--- config.mk ---
export PLATFORM = sky130hd
export DESIGN_NAME = cfg_regfile
export DESIGN_NICKNAME = d
export VERILOG_FILES = /design/src/rtl/cfg_regfile_pkg.sv /design/src/rtl/cfg_host_if.sv /design/src/rtl/cfg_reg_slice.sv /design/src/rtl/cfg_read_port.sv /design/src/rtl/cfg_regfile.sv
export SDC_FILE = /design/constraint.sdc
export NUM_CORES = 1
export LEC_CHECK = 0
export BUFFER_PORTS_ARGS = -buffer_cell sky130_fd_sc_hd__buf_2
export CAP_MARGIN = 10
export CORE_UTILIZATION = 35
export CTS_BUF_LIST = sky130_fd_sc_hd__clkbuf_16
export CTS_CLUSTER_DIAMETER = 80
export DETAILED_ROUTE_END_ITERATION = 10
export HOLD_SLACK_MARGIN = 0.02
export PLACE_DENSITY = 0.59
export RECOVER_POWER = 50
export SLEW_MARGIN = 20
export SYNTH_ARGS = -nofsm -noshare
export SYNTH_HDL_FRONTEND = slang
export SYNTH_HIERARCHICAL = 1
export SYNTH_SLANG_ARGS = --single-unit
--- constraint.sdc ---
create_clock -name clk -period 2.2 [get_ports clk]
set_input_delay 0.44 -clock clk [delete_from_list [all_inputs] [get_ports clk]]
set_output_delay 0.44 -clock clk [all_outputs]
set_load 0.02 [all_outputs]
--- src/rtl/cfg_regfile_pkg.sv ---
package cfg_regfile_pkg;
  localparam int          CFG_NREGS   = 4;
  localparam logic [7:0]  CFG_SRST_IX = 8'h02;
  // register k sits in bits 8k+7:8k
  localparam logic [CFG_NREGS*8-1:0] CFG_IX_DEF   = {8'h2E, 8'h23, 8'h20, 8'h07};
  localparam logic [CFG_NREGS*8-1:0] CFG_MASK_DEF = {8'hF0, 8'h0F, 8'hFF, 8'hFF};
  localparam logic [CFG_NREGS*8-1:0] CFG_HARD_DEF = {8'h80, 8'h03, 8'h5A, 8'h11};
  localparam logic [CFG_NREGS*8-1:0] CFG_SOFT_DEF = {8'h00, 8'h06, 8'hA5, 8'h00};
endpackage

--- src/rtl/cfg_host_if.sv ---
module cfg_host_if #(
  parameter int         DW      = 8,
  parameter logic [7:0] SRST_IX = 8'h02
) (
  input  logic          clk,
  input  logic          rst,
  input  logic          cfg_mode,
  input  logic          bus_sel,
  input  logic          bus_addr,
  input  logic          bus_wr,
  input  logic          bus_rd,
  input  logic [DW-1:0] bus_wdata,
  output logic [DW-1:0] idx_q,
  output logic          data_wr,
  output logic          data_rd,
  output logic          idx_rd,
  output logic          soft_rst
);
  logic acc;
  logic idx_wr;

  assign acc     = cfg_mode & bus_sel;
  assign idx_wr  = acc & bus_wr & ~bus_addr;
  assign data_wr = acc & bus_wr & bus_addr & ~soft_rst;
  assign data_rd = acc & bus_rd & bus_addr;
  assign idx_rd  = acc & bus_rd & ~bus_addr;

  always_ff @(posedge clk) begin
    if (rst) begin
      idx_q <= '0;
    end else if (idx_wr) begin
      idx_q <= bus_wdata;
    end
  end

  always_ff @(posedge clk) begin
    if (rst) begin
      soft_rst <= 1'b0;
    end else begin
      soft_rst <= data_wr && (idx_q == SRST_IX) && bus_wdata[0];
    end
  end


  soft_pulse_len_chk: assert property (@(posedge clk) disable iff (rst)
    soft_rst |=> !soft_rst);


  idx_hold_chk: assert property (@(posedge clk) disable iff (rst)
    !(cfg_mode && bus_sel && bus_wr && !bus_addr) |=> $stable(idx_q));
endmodule

--- src/rtl/cfg_reg_slice.sv ---
module cfg_reg_slice #(
  parameter int          DW   = 8,
  parameter logic [7:0]  IX   = 8'h00,
  parameter logic [DW-1:0] MASK = '1,
  parameter logic [DW-1:0] HARD = '0,
  parameter logic [DW-1:0] SOFT = '0
) (
  input  logic          clk,
  input  logic          rst,
  input  logic          soft_rst,
  input  logic [7:0]    idx,
  input  logic          data_wr,
  input  logic [DW-1:0] wdata,
  output logic          hit,
  output logic [DW-1:0] q
);
  localparam logic [DW-1:0] HARD_M = HARD & MASK;
  localparam logic [DW-1:0] SOFT_M = SOFT & MASK;

  assign hit = (idx == IX);

  always_ff @(posedge clk) begin
    if (rst) begin
      q <= HARD_M;
    end else if (soft_rst) begin
      q <= SOFT_M;
    end else if (data_wr && hit) begin
      q <= wdata & MASK;
    end
  end


  fixed_bits_zero_chk: assert property (@(posedge clk) disable iff (rst)
    (q & ~MASK) == '0);


  soft_default_chk: assert property (@(posedge clk) disable iff (rst)
    soft_rst |=> q == SOFT_M);


  hard_default_chk: assert property (@(posedge clk) disable iff (rst)
    $past(rst) |-> q == HARD_M);
endmodule

--- src/rtl/cfg_read_port.sv ---
module cfg_read_port #(
  parameter int NREGS = 4,
  parameter int DW    = 8
) (
  input  logic                clk,
  input  logic                rst,
  input  logic                idx_rd,
  input  logic                data_rd,
  input  logic [DW-1:0]       idx_q,
  input  logic [NREGS-1:0]    hit,
  input  logic [NREGS*DW-1:0] regs,
  output logic [DW-1:0]       rdata
);
  logic [DW-1:0] sel_val;
  logic [DW-1:0] rdata_d;

  always_comb begin
    sel_val = '0;
    for (int i = 0; i < NREGS; i++) begin
      if (hit[i]) sel_val = sel_val | regs[i*DW +: DW];
    end
  end

  always_comb begin
    if (idx_rd)       rdata_d = idx_q;
    else if (data_rd) rdata_d = sel_val;
    else              rdata_d = '0;
  end

  always_ff @(posedge clk) begin
    if (rst) rdata <= '0;
    else     rdata <= rdata_d;
  end


  idle_read_zero_chk: assert property (@(posedge clk) disable iff (rst)
    !(idx_rd || data_rd) |=> rdata == '0);


  one_hit_chk: assert property (@(posedge clk) disable iff (rst)
    $onehot0(hit));
endmodule

--- src/rtl/cfg_regfile.sv ---
module cfg_regfile
  import cfg_regfile_pkg::*;
#(
  parameter int                      NREGS   = CFG_NREGS,
  parameter logic [7:0]              SRST_IX = CFG_SRST_IX,
  parameter logic [NREGS*8-1:0]      REG_IX  = CFG_IX_DEF,
  parameter logic [NREGS*8-1:0]      REG_MSK = CFG_MASK_DEF,
  parameter logic [NREGS*8-1:0]      REG_HRD = CFG_HARD_DEF,
  parameter logic [NREGS*8-1:0]      REG_SFT = CFG_SOFT_DEF
) (
  input  logic               clk,
  input  logic               rst,
  input  logic               cfg_mode,
  input  logic               bus_sel,
  input  logic               bus_addr,
  input  logic               bus_wr,
  input  logic               bus_rd,
  input  logic [7:0]         bus_wdata,
  output logic [7:0]         bus_rdata,
  output logic [NREGS*8-1:0] cfg_q,
  output logic               soft_rst_o
);
  localparam int DW = 8;

  logic [DW-1:0]    idx_q;
  logic             data_wr;
  logic             data_rd;
  logic             idx_rd;
  logic [NREGS-1:0] hit;

  cfg_host_if #(.DW(DW), .SRST_IX(SRST_IX)) u_host (
    .clk(clk), .rst(rst), .cfg_mode(cfg_mode), .bus_sel(bus_sel),
    .bus_addr(bus_addr), .bus_wr(bus_wr), .bus_rd(bus_rd),
    .bus_wdata(bus_wdata), .idx_q(idx_q), .data_wr(data_wr),
    .data_rd(data_rd), .idx_rd(idx_rd), .soft_rst(soft_rst_o)
  );

  for (genvar g = 0; g < NREGS; g++) begin : g_reg
    cfg_reg_slice #(
      .DW(DW),
      .IX(REG_IX[g*8 +: 8]),
      .MASK(REG_MSK[g*DW +: DW]),
      .HARD(REG_HRD[g*DW +: DW]),
      .SOFT(REG_SFT[g*DW +: DW])
    ) u_slice (
      .clk(clk), .rst(rst), .soft_rst(soft_rst_o), .idx(idx_q),
      .data_wr(data_wr), .wdata(bus_wdata), .hit(hit[g]),
      .q(cfg_q[g*DW +: DW])
    );
  end

  cfg_read_port #(.NREGS(NREGS), .DW(DW)) u_rd (
    .clk(clk), .rst(rst), .idx_rd(idx_rd), .data_rd(data_rd),
    .idx_q(idx_q), .hit(hit), .regs(cfg_q), .rdata(bus_rdata)
  );


  closed_mode_stable_chk: assert property (@(posedge clk) disable iff (rst)
    (!cfg_mode && !soft_rst_o) |=> $stable(cfg_q));


  closed_mode_read_chk: assert property (@(posedge clk) disable iff (rst)
    !cfg_mode |=> bus_rdata == 8'h00);


  soft_cause_chk: assert property (@(posedge clk) disable iff (rst)
    $rose(soft_rst_o) |-> $past(cfg_mode && bus_sel && bus_wr && bus_addr && bus_wdata[0]));
endmodule

## After elaboration in Yosys (flattened, before gate mapping)

Cells that the tools add are included.

- Register bits: 41
- Bits in latches: 0
- RAM bits: 0
- Bits in read-only memories: 0
- Input port bits: 15
- Output and inout bits: 41
- Word-level logic and storage cells: 53
- Memories: 0

- Add/subtract/negate cells: 0
- Multipliers: 0
- Div/mod/pow operators: 0
- Order comparisons: 0
- Eq/ne operators: 5
- Shift-type cells: 0
- Mux-type cells: 14
- Bitwise gates (word level): 13
- Reduce and logical (&&, ||, !) cells: 11

Operator list:

| operator | count |
|---|---|
| 2-to-1 mux 8 bit | 10 |
| == test 8 x 6 -> 1 bit (second input constant) | 3 |
| OR 8 bit | 2 |
| 2-to-1 mux 5 bit | 2 |
| bitwise AND 1 bit | 8 |
| == test 8 x 2 -> 1 bit (second input constant) | 1 |
| == test 8 x 3 -> 1 bit (second input constant) | 1 |
| OR 8 x 4 -> 8 bit | 1 |
| nonzero test 2 bit | 4 |
| logical AND 1 bit | 6 |
| 2-to-1 mux 3 bit | 2 |
| NOT 1 bit | 2 |
| OR reduction 2 bit | 1 |

## Depth between registers and ports, before layout

- Word-level depth: 10
- Depth in mapped cells: 6
- Gate-level depth less buffers: 5

## Cells and area by module

The synthesis kept the hierarchy.

Modules (own cells, without submodules):

| module | times used | cells an instance | area an instance (µm²) | sequential area each (µm²) |
|---|---|---|---|---|
| cfg_read_port | 1 | 48 | 540.5 | 160.2 |
| cfg_host_if | 1 | 48 | 372.9 | 180.2 |
| cfg_reg_slice (g_reg[0].u_slice) | 1 | 41 | 371.6 | 160.2 |
| cfg_reg_slice (g_reg[1].u_slice) | 1 | 32 | 335.3 | 160.2 |
| cfg_reg_slice (g_reg[3].u_slice) | 1 | 29 | 237.7 | 80.1 |
| cfg_reg_slice (g_reg[2].u_slice) | 1 | 29 | 235.2 | 80.1 |

## Worst setup path after synthesis

No wires, ideal clock.

- Kind: reg-to-reg
- From: register u_host.soft_rst
- To: register g_reg[2].u_slice.q[0]
- Setup time: 0.122 ns
- Arrival: 2.043 ns
- Data required time: 2.078 ns
- Path slack: 0.035 ns
- Cell stages (with the launch flop): 6
- Path buffers: 1
- Period minus slack after synthesis: 2.165 ns
- Path through: dfxtp_1 nor3_1 inv_1 or3_1 buf_2 a311o_1

- Cells in the longest elaborated chain, start to end: 4
- Elaborated cells on any way between the ends: 5
- Classes of those cells: 1 x mux; 2 x bitwise; 2 x reduce/logical

RTL lines:

| what | line | RTL |
|---|---|---|
| from (decl) | cfg_host_if.sv:17 | `output logic soft_rst` |
| from (signal assigned) | cfg_host_if.sv:40 | `soft_rst <= data_wr && (idx_q == SRST_IX) && bus_wdata[0];` |
| NOT 1 bit | cfg_host_if.sv:24 | `assign data_wr = acc & bus_wr & bus_addr & ~soft_rst;` |
| bitwise AND 1 bit | cfg_host_if.sv:24 |  |
| named net data_wr | cfg_regfile.sv:26 | `logic data_wr;` |
| logical AND 1 bit | cfg_reg_slice.sv:27 | `end else if (data_wr && hit) begin` |
| nonzero test 2 bit (no line) | n/a |  |
| to (signal assigned) | cfg_reg_slice.sv:28 | `q <= wdata & MASK;` |
| to (decl) | cfg_reg_slice.sv:15 | `output logic [DW-1:0] q` |

The timed path passes the listed nets, and every way through them passes these cells.
A chain may end at the register's enable or synchronous reset.

## Worst setup path after layout

- From: register u_host.idx_q[7]
- To: register g_reg[2].u_slice.q[0]

- Cells in the longest elaborated chain, start to end: 3

RTL lines:

| what | line | RTL |
|---|---|---|
| from (decl) | cfg_host_if.sv:13 | `output logic [DW-1:0] idx_q,` |
| from (signal assigned) | cfg_host_if.sv:32 | `idx_q <= bus_wdata;` |
| == test 8 x 6 -> 1 bit | cfg_reg_slice.sv:20 | `assign hit = (idx == IX);` |
| logical AND 1 bit | cfg_reg_slice.sv:27 |  |
| nonzero test 2 bit (no line) | n/a |  |

No other way between the ends.

==> impl_metrics.yaml <==
sta:
  rsz0062_at_grt: "false"
  fmax_ghz: 0.534
  fin_crit_sh_pct: 85.2
  worstMarginPinSlew_ns: 0.949
  final.min_clock_period_ns: 1.87
  slew_violations: 0
  setup_viol: 0
  setup_tns_ns: 0
  finalClockSkew_ns: 0.00763
  hold_viol: 0
  relSlewSlack_pct: 36.5
cells_and_area:
  diodes: 0
  syn2layout_area_growth_pct: 20.9
  fin_nets: 292
  ff_latch_area_sq_um: 821
  drive_gt1_share_pct: 21.2
  nFillCells: 569
  final_cells: 350
  multi_input_area_sq_um: 1080
place:
  dp_hpwl_um: 4200
  gp_congestion: 0.815
  portBuffers: 47
  dpl.cell_count: 342
floorplan:
  ios: 56
  die_h_um: 79.3
  start_util_pct: 37.1
  die-area_sq_um: 6290
  die_width_um: 79.3
  core-area_sq_um: 5640
  num_rows: 27
drt:
  via_per_inst: 5.26
  drc: 0
  wl_per_cell_um: 16.5
  vias: 1840
  first_pass_iters: 4
  drt_first_iter_violations: 122
  postRouteAntennaNets: 0
  drt_wl_total_um: 5780
synthesis:
  synth-adder-area-share_pct: 0
  yosys.area_share.simple_pct: 22.7
  yosysWarnings: 6
  async_reset_ff_share_pct: 0
  synth_edf_count: 0
  ys_types: 35
  synth.most_common_cell: "nand2_1"
  yosys-top-cells-area: "dfxtp_1, nand2_1, a221oi_2"
  yosys.area.top_type: "dfxtp_1"
  synth_xor_area_share_pct: 0
  ys_ff_latch: 41
  yosys-top-cells-count: "nand2_1, dfxtp_1, inv_1"
  syn_area_sq_um: 2090
  synth_compound_area_share_pct: 22.1
  synth_top_area_share_pct: 39.2
  ys_seq_area_share_pct: 39.2
  muxShareOfSynthArea_pct: 5.26
  avgSynthCellArea_sq_um: 9.22
  synth_top_family_by_area: "simple AND/OR/NAND/NOR gates"
  synthCells: 227
  yosys_most_used_dff: "dfxtp_1"
critical_path:
  worstPathArrival_ns: 2.05
  worstSetupStartpointType: "flop"
  path_buf_inv: 0
  critPathKind: "reg -> reg"
  cp_max_fo: 7
  cpMaxStageDelayCell: "or4_4"
  cp-end-kind: "flop"
  critical-path-max-stage-delay_ns: 0.57
  crit_family: "simple AND/OR/NAND/NOR gates"
  required_ns: 2.38
  path_cells: "or4_4 -> or3_1 -> a311o_1"
hold_path:
  hp-class: "in -> reg"
pwr:
  power_frac_seq_pct: 41.6
  clkPwrFrac_pct: 52.5
  p_int_mw: 1.43
  power_density_nw_per_um2: 713
  vdd.ir_drop.worst_v: 0.000350
  p_comb_share_pct: 5.9
  power.total_mw: 1.81
  leakage_nw: 0.971
  switchingPower_uw: 379
  switching_share_pct: 21.0
clock_network:
  post_cts_buffers: 0
  cts-root-buf: "clkbuf_16"
  cts_made_buffers: 5
  ctsHoldBuffers: 0
  cts_buffer_depth: 2
  path_clk_slew_ns: 0.06
  cts_sinks: 41
  htree_levels: 2
  tritoncts: "yes"
  clk_latency_ns: 0.29
  ctsResizeCount: 0
grt:
  track_usage_pct: 19.5
  grt_pass1_wl_um: 9170
  antenna_found_initial: 0
  grt_pass1_vias: 1783
  grt_max_degree: 24
  overflow: 0
run:
  max_cap_viol_count: 0
status:
  status: "completed"
## per-stage QoR
step	utilization (%)	area [sq um]	worst slack [ns]	hold slack [ns]
finish	44.9	2530	0.326	0.430
global route	44.9	2530	0.224	0.445
detailed placement	42.2	2380	0.217	0.472
global placement	42.2	2380	0.246	0.467
CTS	45.5	2570	0.331	0.427
floorplan	-	2120	0.0350	0.482
## worst reg2reg max path, stage by stage (launching register included)
cell and delay, ns:
dfxtp_1 0.38, or4_4 0.57, or3_1 0.44, a311o_1 0.37
## sequential cells by signal, indices dropped and copies added (netlist names)
signal / cells
u_rd/rdata: 8
u_host/soft_rst: 1
g.u_slice/q: 24
u_host/idx_q: 8
## power groups by stage
stage | Sequential (mW) | Combinational [mW] | Clock [mW]
2_1_floorplan | 0.768 | 0.0767 | 0
3_3_place_gp | 0.768 | 0.103 | 0
3_5_place_dp | 0.768 | 0.104 | 0
4_1_cts | 0.752 | 0.104 | 0.953
5_1_grt | 0.752 | 0.116 | 0.994
6_report | 0.752 | 0.106 | 0.948
## final timing paths
kind	from	end	slack, ns	cells past startpoint
worst max-delay path	u_host/idx_q[7]	g_reg[2].u_slice/q[0]	0.33	3
worst min-delay path	bus_wdata[7]	u_host/idx_q[7]	0.43	3
worst max register to register	u_host/idx_q[7]	g_reg[2].u_slice/q[0]	0.33	3
worst min register to register	g_reg[0].u_slice/q[7]	g_reg[0].u_slice/q[7]	0.48	2
## cells by family after synthesis
logic type / Yosys count
simple gates: 88
compound gates: 46
flops: 41
buf+inv: 39
mux: 11
other cells: 2
## layout by cell type, fill, tap and decap left out, types with 2 or more instances in the layout
| cell type | n |
|---|---|
| buf_4 | 12 |
| conb_1 | 8 |
| dfxtp_1 | 41 |
| mux2i_1 | 11 |
| nor3_1 | 8 |
| a221oi_1 | 5 |
| inv_1 | 17 |
| or3_1 | 3 |
| a311o_1 | 4 |
| or4b_4 | 2 |
| clkbuf_1 | 30 |
| o22ai_2 | 8 |
| nand4b_1 | 2 |
| a22o_1 | 8 |
| nand3b_1 | 3 |
| or4_4 | 2 |
| a21oi_1 | 8 |
| clkbuf_16 | 5 |
| a221o_1 | 4 |
| nand4bb_1 | 3 |
| nand2_1 | 47 |
| nor2_1 | 10 |
| buf_2 | 17 |
| bufinv_16 | 2 |
| a221oi_2 | 8 |
## area by class of cell
class,instances,area share (%)
Multi-Input combinational cell,153,42.6
Timing Repair Buffer,59,11.4
Inverter,17,2.52
Clock buffer,5,4.94
Tap cell,72,3.56
Clock inverter,3,2.57
Sequential cell,41,32.4
## layer usage
layer	global-route usage [%]	share of wire, %	vias up
met3	5.29	5.5	12
li1	-	-	901
met1	24.8	47	872
met5	0	0	-
met4	8.55	2.0	0
met2	30.9	45	55
Note: power is estimated with default switching activity, not from simulation.
